### config.mk
export PLATFORM = sky130hd
export DESIGN_NAME = stq_search_buffer
export DESIGN_NICKNAME = d
export VERILOG_FILES = /design/src/rtl/stq_pkg.sv /design/src/rtl/stq_ptr_ctrl.sv /design/src/rtl/stq_slots.sv /design/src/rtl/stq_youngest_match.sv /design/src/rtl/stq_search_buffer.sv
export SDC_FILE = /design/constraint.sdc
export NUM_CORES = 1
export LEC_CHECK = 0
export ABC_AREA = 0
export BUFFER_PORTS_ARGS = -buffer_cell sky130_fd_sc_hd__buf_2
export CAP_MARGIN = 10
export CORE_ASPECT_RATIO = 0.6
export CORE_UTILIZATION = 59
export DETAILED_ROUTE_END_ITERATION = 7
export GPL_ROUTABILITY_DRIVEN = 0
export PLACE_DENSITY_LB_ADDON = 0.3
export RECOVER_POWER = 25
export SLEW_MARGIN = 20
export SYNTH_ARGS = -nofsm -noshare
export SYNTH_HDL_FRONTEND = slang
export SYNTH_SLANG_ARGS = --single-unit
export TNS_END_PERCENT = 5
### constraint.sdc
create_clock -name clk -period 4.7 [get_ports clk]
set_clock_uncertainty 0.2 [all_clocks]
set_input_delay 0.705 -clock clk [delete_from_list [all_inputs] [get_ports clk]]
set_output_delay 0.705 -clock clk [all_outputs]
set_load 0.05 [all_outputs]
### src/rtl/stq_pkg.sv
package stq_pkg;

    localparam int unsigned STQ_ADDR_W   = 32;
    localparam int unsigned STQ_DATA_W   = 32;
    localparam int unsigned STQ_DEPTH    = 4;
    // number of byte-select bits ignored when matching words
    localparam int unsigned STQ_BYTE_OFS = 2;

    // advance a circular slot index by one
    function automatic int unsigned stq_next(input int unsigned p, input int unsigned depth);
        return (p + 1 >= depth) ? 0 : p + 1;
    endfunction

    // slot holding the entry that is "age" places behind the oldest one
    function automatic int unsigned stq_slot_of(input int unsigned oldest,
                                                input int unsigned age,
                                                input int unsigned depth);
        int unsigned s;
        s = oldest + age;
        return (s >= depth) ? s - depth : s;
    endfunction

endpackage

### src/rtl/stq_ptr_ctrl.sv
module stq_ptr_ctrl #(
    parameter int unsigned DEPTH = 4,
    localparam int unsigned PTR_W = (DEPTH > 1) ? $clog2(DEPTH) : 1,
    localparam int unsigned CNT_W = $clog2(DEPTH + 1)
) (
    input  logic             clk,
    input  logic             rst,
    input  logic             push,
    input  logic             pop,
    output logic [PTR_W-1:0] rd_idx,
    output logic [PTR_W-1:0] wr_idx,
    output logic             full
);
    import stq_pkg::*;

    typedef struct packed {
        logic [PTR_W-1:0] rd;
        logic [PTR_W-1:0] wr;
        logic [CNT_W-1:0] cnt;
    } ptr_state_t;

    ptr_state_t st_d, st_q;

    always_comb begin
        st_d = st_q;
        if (push) begin
            st_d.wr = PTR_W'(stq_next(int'(st_q.wr), DEPTH));
        end
        if (pop) begin
            st_d.rd = PTR_W'(stq_next(int'(st_q.rd), DEPTH));
        end
        case ({push, pop})
            2'b10:   st_d.cnt = st_q.cnt + CNT_W'(1);
            2'b01:   st_d.cnt = st_q.cnt - CNT_W'(1);
            default: st_d.cnt = st_q.cnt;
        endcase
    end

    always_ff @(posedge clk) begin
        if (rst) begin
            st_q <= '0;
        end else begin
            st_q <= st_d;
        end
    end

    assign rd_idx = st_q.rd;
    assign wr_idx = st_q.wr;
    assign full   = (st_q.cnt == CNT_W'(DEPTH));

endmodule

### src/rtl/stq_slots.sv
module stq_slots #(
    parameter int unsigned ADDR_W = 32,
    parameter int unsigned DATA_W = 32,
    parameter int unsigned DEPTH  = 4,
    localparam int unsigned PTR_W = (DEPTH > 1) ? $clog2(DEPTH) : 1
) (
    input  logic                          clk,
    input  logic                          rst,
    input  logic                          wr_en,
    input  logic [PTR_W-1:0]              wr_idx,
    input  logic [ADDR_W-1:0]             wr_addr,
    input  logic [DATA_W-1:0]             wr_data,
    input  logic                          clr_en,
    input  logic [PTR_W-1:0]              clr_idx,
    output logic [DEPTH-1:0]              slot_vld,
    output logic [DEPTH-1:0][ADDR_W-1:0]  slot_addr,
    output logic [DEPTH-1:0][DATA_W-1:0]  slot_data
);

    typedef struct packed {
        logic [DEPTH-1:0]             vld;
        logic [DEPTH-1:0][ADDR_W-1:0] addr;
        logic [DEPTH-1:0][DATA_W-1:0] data;
    } slot_state_t;

    slot_state_t st_d, st_q;

    always_comb begin
        st_d = st_q;
        // the clear goes first so that a write to the slot being freed
        // in the same cycle (full buffer, push and pop together) survives
        if (clr_en) begin
            st_d.vld[clr_idx] = 1'b0;
        end
        if (wr_en) begin
            st_d.vld[wr_idx]  = 1'b1;
            st_d.addr[wr_idx] = wr_addr;
            st_d.data[wr_idx] = wr_data;
        end
    end

    always_ff @(posedge clk) begin
        if (rst) begin
            st_q <= '0;
        end else begin
            st_q <= st_d;
        end
    end

    assign slot_vld  = st_q.vld;
    assign slot_addr = st_q.addr;
    assign slot_data = st_q.data;

endmodule

### src/rtl/stq_youngest_match.sv
module stq_youngest_match #(
    parameter int unsigned ADDR_W = 32,
    parameter int unsigned DATA_W = 32,
    parameter int unsigned DEPTH  = 4,
    parameter int unsigned OFS    = 2,
    localparam int unsigned PTR_W = (DEPTH > 1) ? $clog2(DEPTH) : 1
) (
    input  logic [DEPTH-1:0]              slot_vld,
    input  logic [DEPTH-1:0][ADDR_W-1:0]  slot_addr,
    input  logic [DEPTH-1:0][DATA_W-1:0]  slot_data,
    input  logic [PTR_W-1:0]              oldest_idx,
    input  logic [ADDR_W-1:0]             key_addr,
    output logic                          hit,
    output logic [DATA_W-1:0]             hit_data
);
    import stq_pkg::*;

    logic [DEPTH-1:0] eq;

    // one word comparator per slot
    for (genvar g = 0; g < DEPTH; g++) begin : g_cmp
        assign eq[g] = slot_vld[g] &&
                       (slot_addr[g][ADDR_W-1:OFS] == key_addr[ADDR_W-1:OFS]);
    end

    // walk from oldest to youngest; a later match overrides an earlier one
    always_comb begin
        hit      = 1'b0;
        hit_data = '0;
        for (int unsigned age = 0; age < DEPTH; age++) begin
            int unsigned s;
            s = stq_slot_of(int'(oldest_idx), age, DEPTH);
            if (eq[s]) begin
                hit      = 1'b1;
                hit_data = slot_data[s];
            end
        end
    end

endmodule

### src/rtl/stq_search_buffer.sv
module stq_search_buffer #(
    parameter int unsigned ADDR_W = stq_pkg::STQ_ADDR_W,
    parameter int unsigned DATA_W = stq_pkg::STQ_DATA_W,
    parameter int unsigned DEPTH  = stq_pkg::STQ_DEPTH,
    localparam int unsigned PTR_W = (DEPTH > 1) ? $clog2(DEPTH) : 1
) (
    input  logic              clk,
    input  logic              rst,
    input  logic              enq_valid,
    output logic              enq_ready,
    input  logic [ADDR_W-1:0] enq_addr,
    input  logic [DATA_W-1:0] enq_data,
    input  logic [ADDR_W-1:0] srch_addr,
    output logic              srch_hit,
    output logic [DATA_W-1:0] srch_data,
    input  logic              drain_en,
    output logic              head_valid,
    output logic [ADDR_W-1:0] head_addr,
    output logic [DATA_W-1:0] head_data,
    input  logic              head_accept
);

    logic                         push, pop, full;
    logic [PTR_W-1:0]             rd_idx, wr_idx;
    logic [DEPTH-1:0]             slot_vld;
    logic [DEPTH-1:0][ADDR_W-1:0] slot_addr;
    logic [DEPTH-1:0][DATA_W-1:0] slot_data;

    assign head_valid = slot_vld[rd_idx] && drain_en;
    assign head_addr  = slot_addr[rd_idx];
    assign head_data  = slot_data[rd_idx];
    assign pop        = head_valid && head_accept;
    assign enq_ready  = !full || pop;
    assign push       = enq_valid && enq_ready;

    stq_ptr_ctrl #(.DEPTH(DEPTH)) ptr_i (
        .clk    (clk),
        .rst    (rst),
        .push   (push),
        .pop    (pop),
        .rd_idx (rd_idx),
        .wr_idx (wr_idx),
        .full   (full)
    );

    stq_slots #(.ADDR_W(ADDR_W), .DATA_W(DATA_W), .DEPTH(DEPTH)) slots_i (
        .clk       (clk),
        .rst       (rst),
        .wr_en     (push),
        .wr_idx    (wr_idx),
        .wr_addr   (enq_addr),
        .wr_data   (enq_data),
        .clr_en    (pop),
        .clr_idx   (rd_idx),
        .slot_vld  (slot_vld),
        .slot_addr (slot_addr),
        .slot_data (slot_data)
    );

    stq_youngest_match #(
        .ADDR_W (ADDR_W),
        .DATA_W (DATA_W),
        .DEPTH  (DEPTH),
        .OFS    (stq_pkg::STQ_BYTE_OFS)
    ) match_i (
        .slot_vld   (slot_vld),
        .slot_addr  (slot_addr),
        .slot_data  (slot_data),
        .oldest_idx (rd_idx),
        .key_addr   (srch_addr),
        .hit        (srch_hit),
        .hit_data   (srch_data)
    );

endmodule

-- After elaboration in Yosys (flattened, before gate mapping)
Index checks and enable logic that the tools add are counted.
W data, S select, Z words.
- logic and storage cells: 104
- bits in registers: 267
- equality and inequality tests: 7
- $lt $le $gt $ge: 13
- $add $sub $neg: 10
- reductions and logical operators: 12
- multiplexer cells: 47
- bitwise operators: 3
- operators with widths (cell ; number):
    $mux W32 ; 15
    $bmux W32 S2 ; 6
    $mux W260 ; 1
    $bwmux W128 ; 2
    $lt A32 B3 Y1 const B ; 4
    $eq A30 B30 Y1 ; 4
    $demux W32 S2 ; 1
    $ge A32 B3 Y1 const B ; 2
    $sub A32 B3 Y32 const B ; 2
    $mux W1 ; 11
    $bmux W1 S2 ; 5
    $logic_and A1 B1 Y1 ; 9
    $add A2 B1 Y3 const B ; 2
    $add A2 B2 Y3 const B ; 2
    $ge A3 B3 Y1 const B ; 2
    $lt A2 B3 Y1 const B ; 2
    $pmux W3 S2 ; 1
    $and A4 B4 Y4 ; 1
    $demux W1 S2 ; 2
    $ge A2 B1 Y1 const B ; 2
    $mux W2 ; 2
    $mux W4 ; 1
    $not A4 Y4 ; 1
    $or A4 B4 Y4 ; 1
    11 further kinds ; 11

-- Logic depth before layout (Yosys ltp)
- depth after elaboration: 9
- gate-level depth with buffers: 14

-- Cells and area by module
A second synthesis with hierarchy kept.
- cell total of the unflattened synthesis: 1895
- area, all modules: 18417.7 um^2
- modules (own cells, without submodules) (module ; instances ; area an instance (um^2) ; cells an instance):
    stq_slots ; 1 ; 10229.8 ; 921
    stq_youngest_match ; 1 ; 6158.4 ; 854
    stq_search_buffer ; 1 ; 1675.4 ; 84
    stq_ptr_ctrl ; 1 ; 354.1 ; 36

-- Worst setup path after synthesis
No wires, ideal clock.
- path type: register to output
- start: reg ptr_i.st_q, in the netlist ptr_i.rd_idx[1]
- end: out srch_data[30]
- stages on the path, launching flop included: 14
- data required time: 3795 ps
- arrival time: 3916 ps
- setup slack: -121 ps
- buffers on the path: 6
- cell sequence: dfxtp_1 -> clkbuf_1 -> inv_1 -> clkbuf_1 -> clkbuf_1 -> ha_1 -> clkbuf_1 -> nor2_1 -> nand3_1 -> and4_1 -> clkbuf_1 -> clkbuf_1 -> a31oi_1 -> a311oi_1
- word-level cells in the longest chain between the ends: 8
- ends and longest elaborated chain (item ; RTL line ; text):
    start: declaration ; stq_ptr_ctrl.sv:22 ; ptr_state_t st_d, st_q;
    start signal: assignment ; stq_ptr_ctrl.sv:43 ; st_q <= st_d;
    branches (longest 7 deep; another with $sub A32 B3 Y32) ; - ;
    $mux W32 * ; stq_youngest_match.sv:33 ; if (eq[s]) begin
    end: declaration ; stq_search_buffer.sv:15 ; output logic [DATA_W-1:0] srch_data,
Every way passes the cells marked *. The select of a mux whose other input is x is not followed.

==> results by group <==
CTS
  – Clk sink count: around 270
  – Htree depth: 1
  – Root buffer cell: clkbuf_16
  – CTS tree: built
  – Cts hold-fix bufs: 0
  – CTS max path bufs: 3
  – Worst-path clk slew: 70 ps
  – Worst-skew pair later-pin latency: 550 ps
  – TritonCTS buffer count: 26

Global route
  – Overall routing resource usage: 35.2%
  – Antenna violations before repair: 11
  – Vias in the first global route: 14000
  – Total grt overflow: 0
  – Largest net degree at the start of global routing: ~110
  – First-pass GRT wire length: just under 80000 um

Timing
  – Fmax: 214 MHz
  – Tcrit/Tclk final: between 90 and 100%
  – Setup TNS: 0 ps
  – Worst-Margin Slew: 1630 ps
  – Max-slew headroom: -8.95%
  – Final setup violating endpoints: 0
  – RSZ-0062 raised after global routing: no
  – Min Clock Period, post-route: 4670 ps
  – Final hold violation count: 0
  – Max-slew violation count: 30

Logic synthesis
  – EDFF count, synth: 0
  – Largest cells by area after synthesis: dfxtp_1, mux4_2, nand2_1
  – Synth area leader: dfxtp_1
  – Cell with the most instances after synthesis: nand2_1
  – Yosys reg bits: 267
  – Synth Area in Adders: less than 1%
  – Warning count from the yosys run: 0
  – Syn nets: 2053
  – Post-Syn Area: 16100 sq um
  – XOR/XNOR Fraction of Synth Area: ~6.7%
  – Most frequent cells after synthesis: nand2_1, a21oi_1, dfxtp_1
  – Average size of a mapped cell: 8.27 sq um
  – Largest family of logic cells by synthesized area: multiplexers
  – Count of cell types in the netlist: 42
  – Ys flop type: dfxtp_1
  – Syn Inst Count: between 1500 and 2000
  – Register area share after synthesis: 33.3%
  – Fraction of synthesized area in multiplexers: between 15 and 20%
  – Post-synth ARST share: 0%
  – Simple-gate share of the synthesized area: between 10% and 20%
  – Post-synthesis compound-gate area fraction: between 10% and 20%
  – Synth top area share: 33.3%

Critical path
  – CP max stage delay: slightly above 500 ps
  – Reg-to-reg slack, setup: 210 ps
  – Family with the most delay on the worst path: simple AND/OR/NAND/NOR gates
  – R2R Path Start: ptr_i.rd_idx[1]
  – Critical Path Sink: srch_data[27]
  – Worst path cell trace: xnor2_1 > nand4_1 > nor4_2 > nand2_1 > mux4_2 > buf_12 > o21ai_0 > a31oi_1 > o22ai_1 > buf_2
  – WP buf/inv: 2
  – Reg2reg path depth: 8
  – Worst EP required: 3800 ps
  – Worst Setup Start Kind: register
  – Setup crit end kind: output pin
  – WP depth: 10
  – CP max stage cell: mux4_2
  – CP max FO: 65
  – CP Class: reg -> out
  – Critical Path AT: about 3800 ps

Power
  – Static Leakage: 0.00607 uW
  – Power Dens Cells: between 300 and 400 nW/um^2
  – Max IR drop VDD: 219 uV

Placement
  – Number of port buffers: 197
  – DP HPWL: 32600 um
  – Inst Count DP: approximately 2300

Routing
  – Remaining antenna violation count: 0
  – Total wire length: 50400 um
  – Routed via count: 14900
  – Drt drc: 0
  – Initial DRC count: 1776
  – Wire length per cell: 21.0 um
  – DRT Pass-1 Iters: 6
  – DR vias/cell: 6.20

Cells and area
  – Layout Nets: 2121
  – Non-Filler Instances: ~2400
  – Share of cells above drive strength 1: 22.6%
  – Synthesis-to-finish area growth: 10.6%
  – Final-layout fill cell count: 2159

Run status
  – Failing checks: capacitance limit, slew limit
  – Status: finished with violations

Floorplan
  – Area of the die: about 28000 sq um
  – Initial Util: 60.4%
  – Die Y: 130 um
  – Die Wd: roughly 210 um
  – Num ports: 200
  – Row count: 46
  – Core footprint: 26600 sq um

Job
  – Max-cap check violation count: 1

Min path
  – Hold Crit Class: in -> reg
worst register-to-register path, delay by kind of cell, from the launching register on:
kind / cells / cell delay, ps
AOI/OAI and AO/OA: 1 / 170
and+or+nand+nor: 5 / 2390
muxes: 1 / 280
DFF: 1 / 570
buffers and inverters: 1 / 800
how the worst min path moves through the flow:
stage / from / end / slack, ps / cells past startpoint
4_1_cts: enq_data[15] / register / 210 / 3
3_5_place_dp: register / register / 250 / 2
5_1_grt: enq_addr[27] / register / 220 / 3
3_3_place_gp: register / register / 240 / 2
6_report: enq_addr[29] / register / 220 / 3
2_1_floorplan: register / register / 230 / 2
cell type report:
cell class              count  area [sq um]  share of cell area (%)
clock buffers              31           721                    4.06
multi-input cells        1415          9370                    52.8
flip-flops and latches    267          5350                    30.2
inverters                  74           278                    1.56
repair buffers            226          1330                    7.47
clock inverters            17           229                    1.29
diodes                     11          27.5                   0.155
well taps                 360           450                    2.54
report_power, final:
group / internal (uW) / total (uW) / leakage, uW / switching, uW
Clock: 1370 / 2330 / 0.000451 / 958
Sequential: 2350 / 2440 / 0.00217 / 88.5
Combinational: 324 / 973 / 0.00345 / 649
Total: 4050 / 5740 / 0.00607 / 1700
layout by cell type (no fill, tap or decap), types with 6 or more instances in the layout:
master / count
o21ai_0: 60
xnor2_1: 116
a21oi_2: 17
nand2_2: 16
buf_4: 14
a31oi_1: 32
o22ai_1: 30
nand4_1: 34
diode_2: 11
mux2i_1: 33
buf_2: 195
nand2_1: 506
inv_1: 73
clkinvlp_4: 6
nor2_1: 75
nand3_1: 6
dfxtp_1: 265
nor4_2: 8
clkbuf_16: 27
mux4_2: 99
mux2_2: 32
buf_12: 10
ha_1: 8
a21oi_1: 312
routing by layer:
layer  track usage (%)  vias up  wire [um]
met3              10.6      113       6370
met4              10.8        6       1160
met5                 0        -         41
met2              52.8      898      22000
met1              49.0     7097      20900
li1                  -     6781          -
timing repair:
| item | 4_1_cts | 5_1_grt |
|---|---|---|
| buffers inserted | 0 | 0 |
| resized for setup | 0 | 4 |
| hold endpoints to repair | 0 | 0 |
| endpoints found under the setup margin | 0 | 6 |
cells by family after synthesis:
logic type               Yosys count
multiplexers                     164
AO/OA/AOI/OAI                    460
flip-flops                       267
XOR/XNOR                         122
adder cells (fa/ha/maj)           10
buffers and inverters            260
AND/OR/NAND/NOR                  659
through the flow:
stage               power [uW]  util (%)  area (sq um)  setup slack, ps  hold WS (ps)
floorplan                 3180         -         16100              261           233
global route              5920      66.7         17700             1.89           224
CTS                       5740      66.9         17800              123           209
detailed placement        3440      63.3         16800              223           247
finish                    5740      66.8         17800             31.7           220
global placement          3410      63.3         16800              269           239
Note: power is estimated with default switching activity, not from simulation.
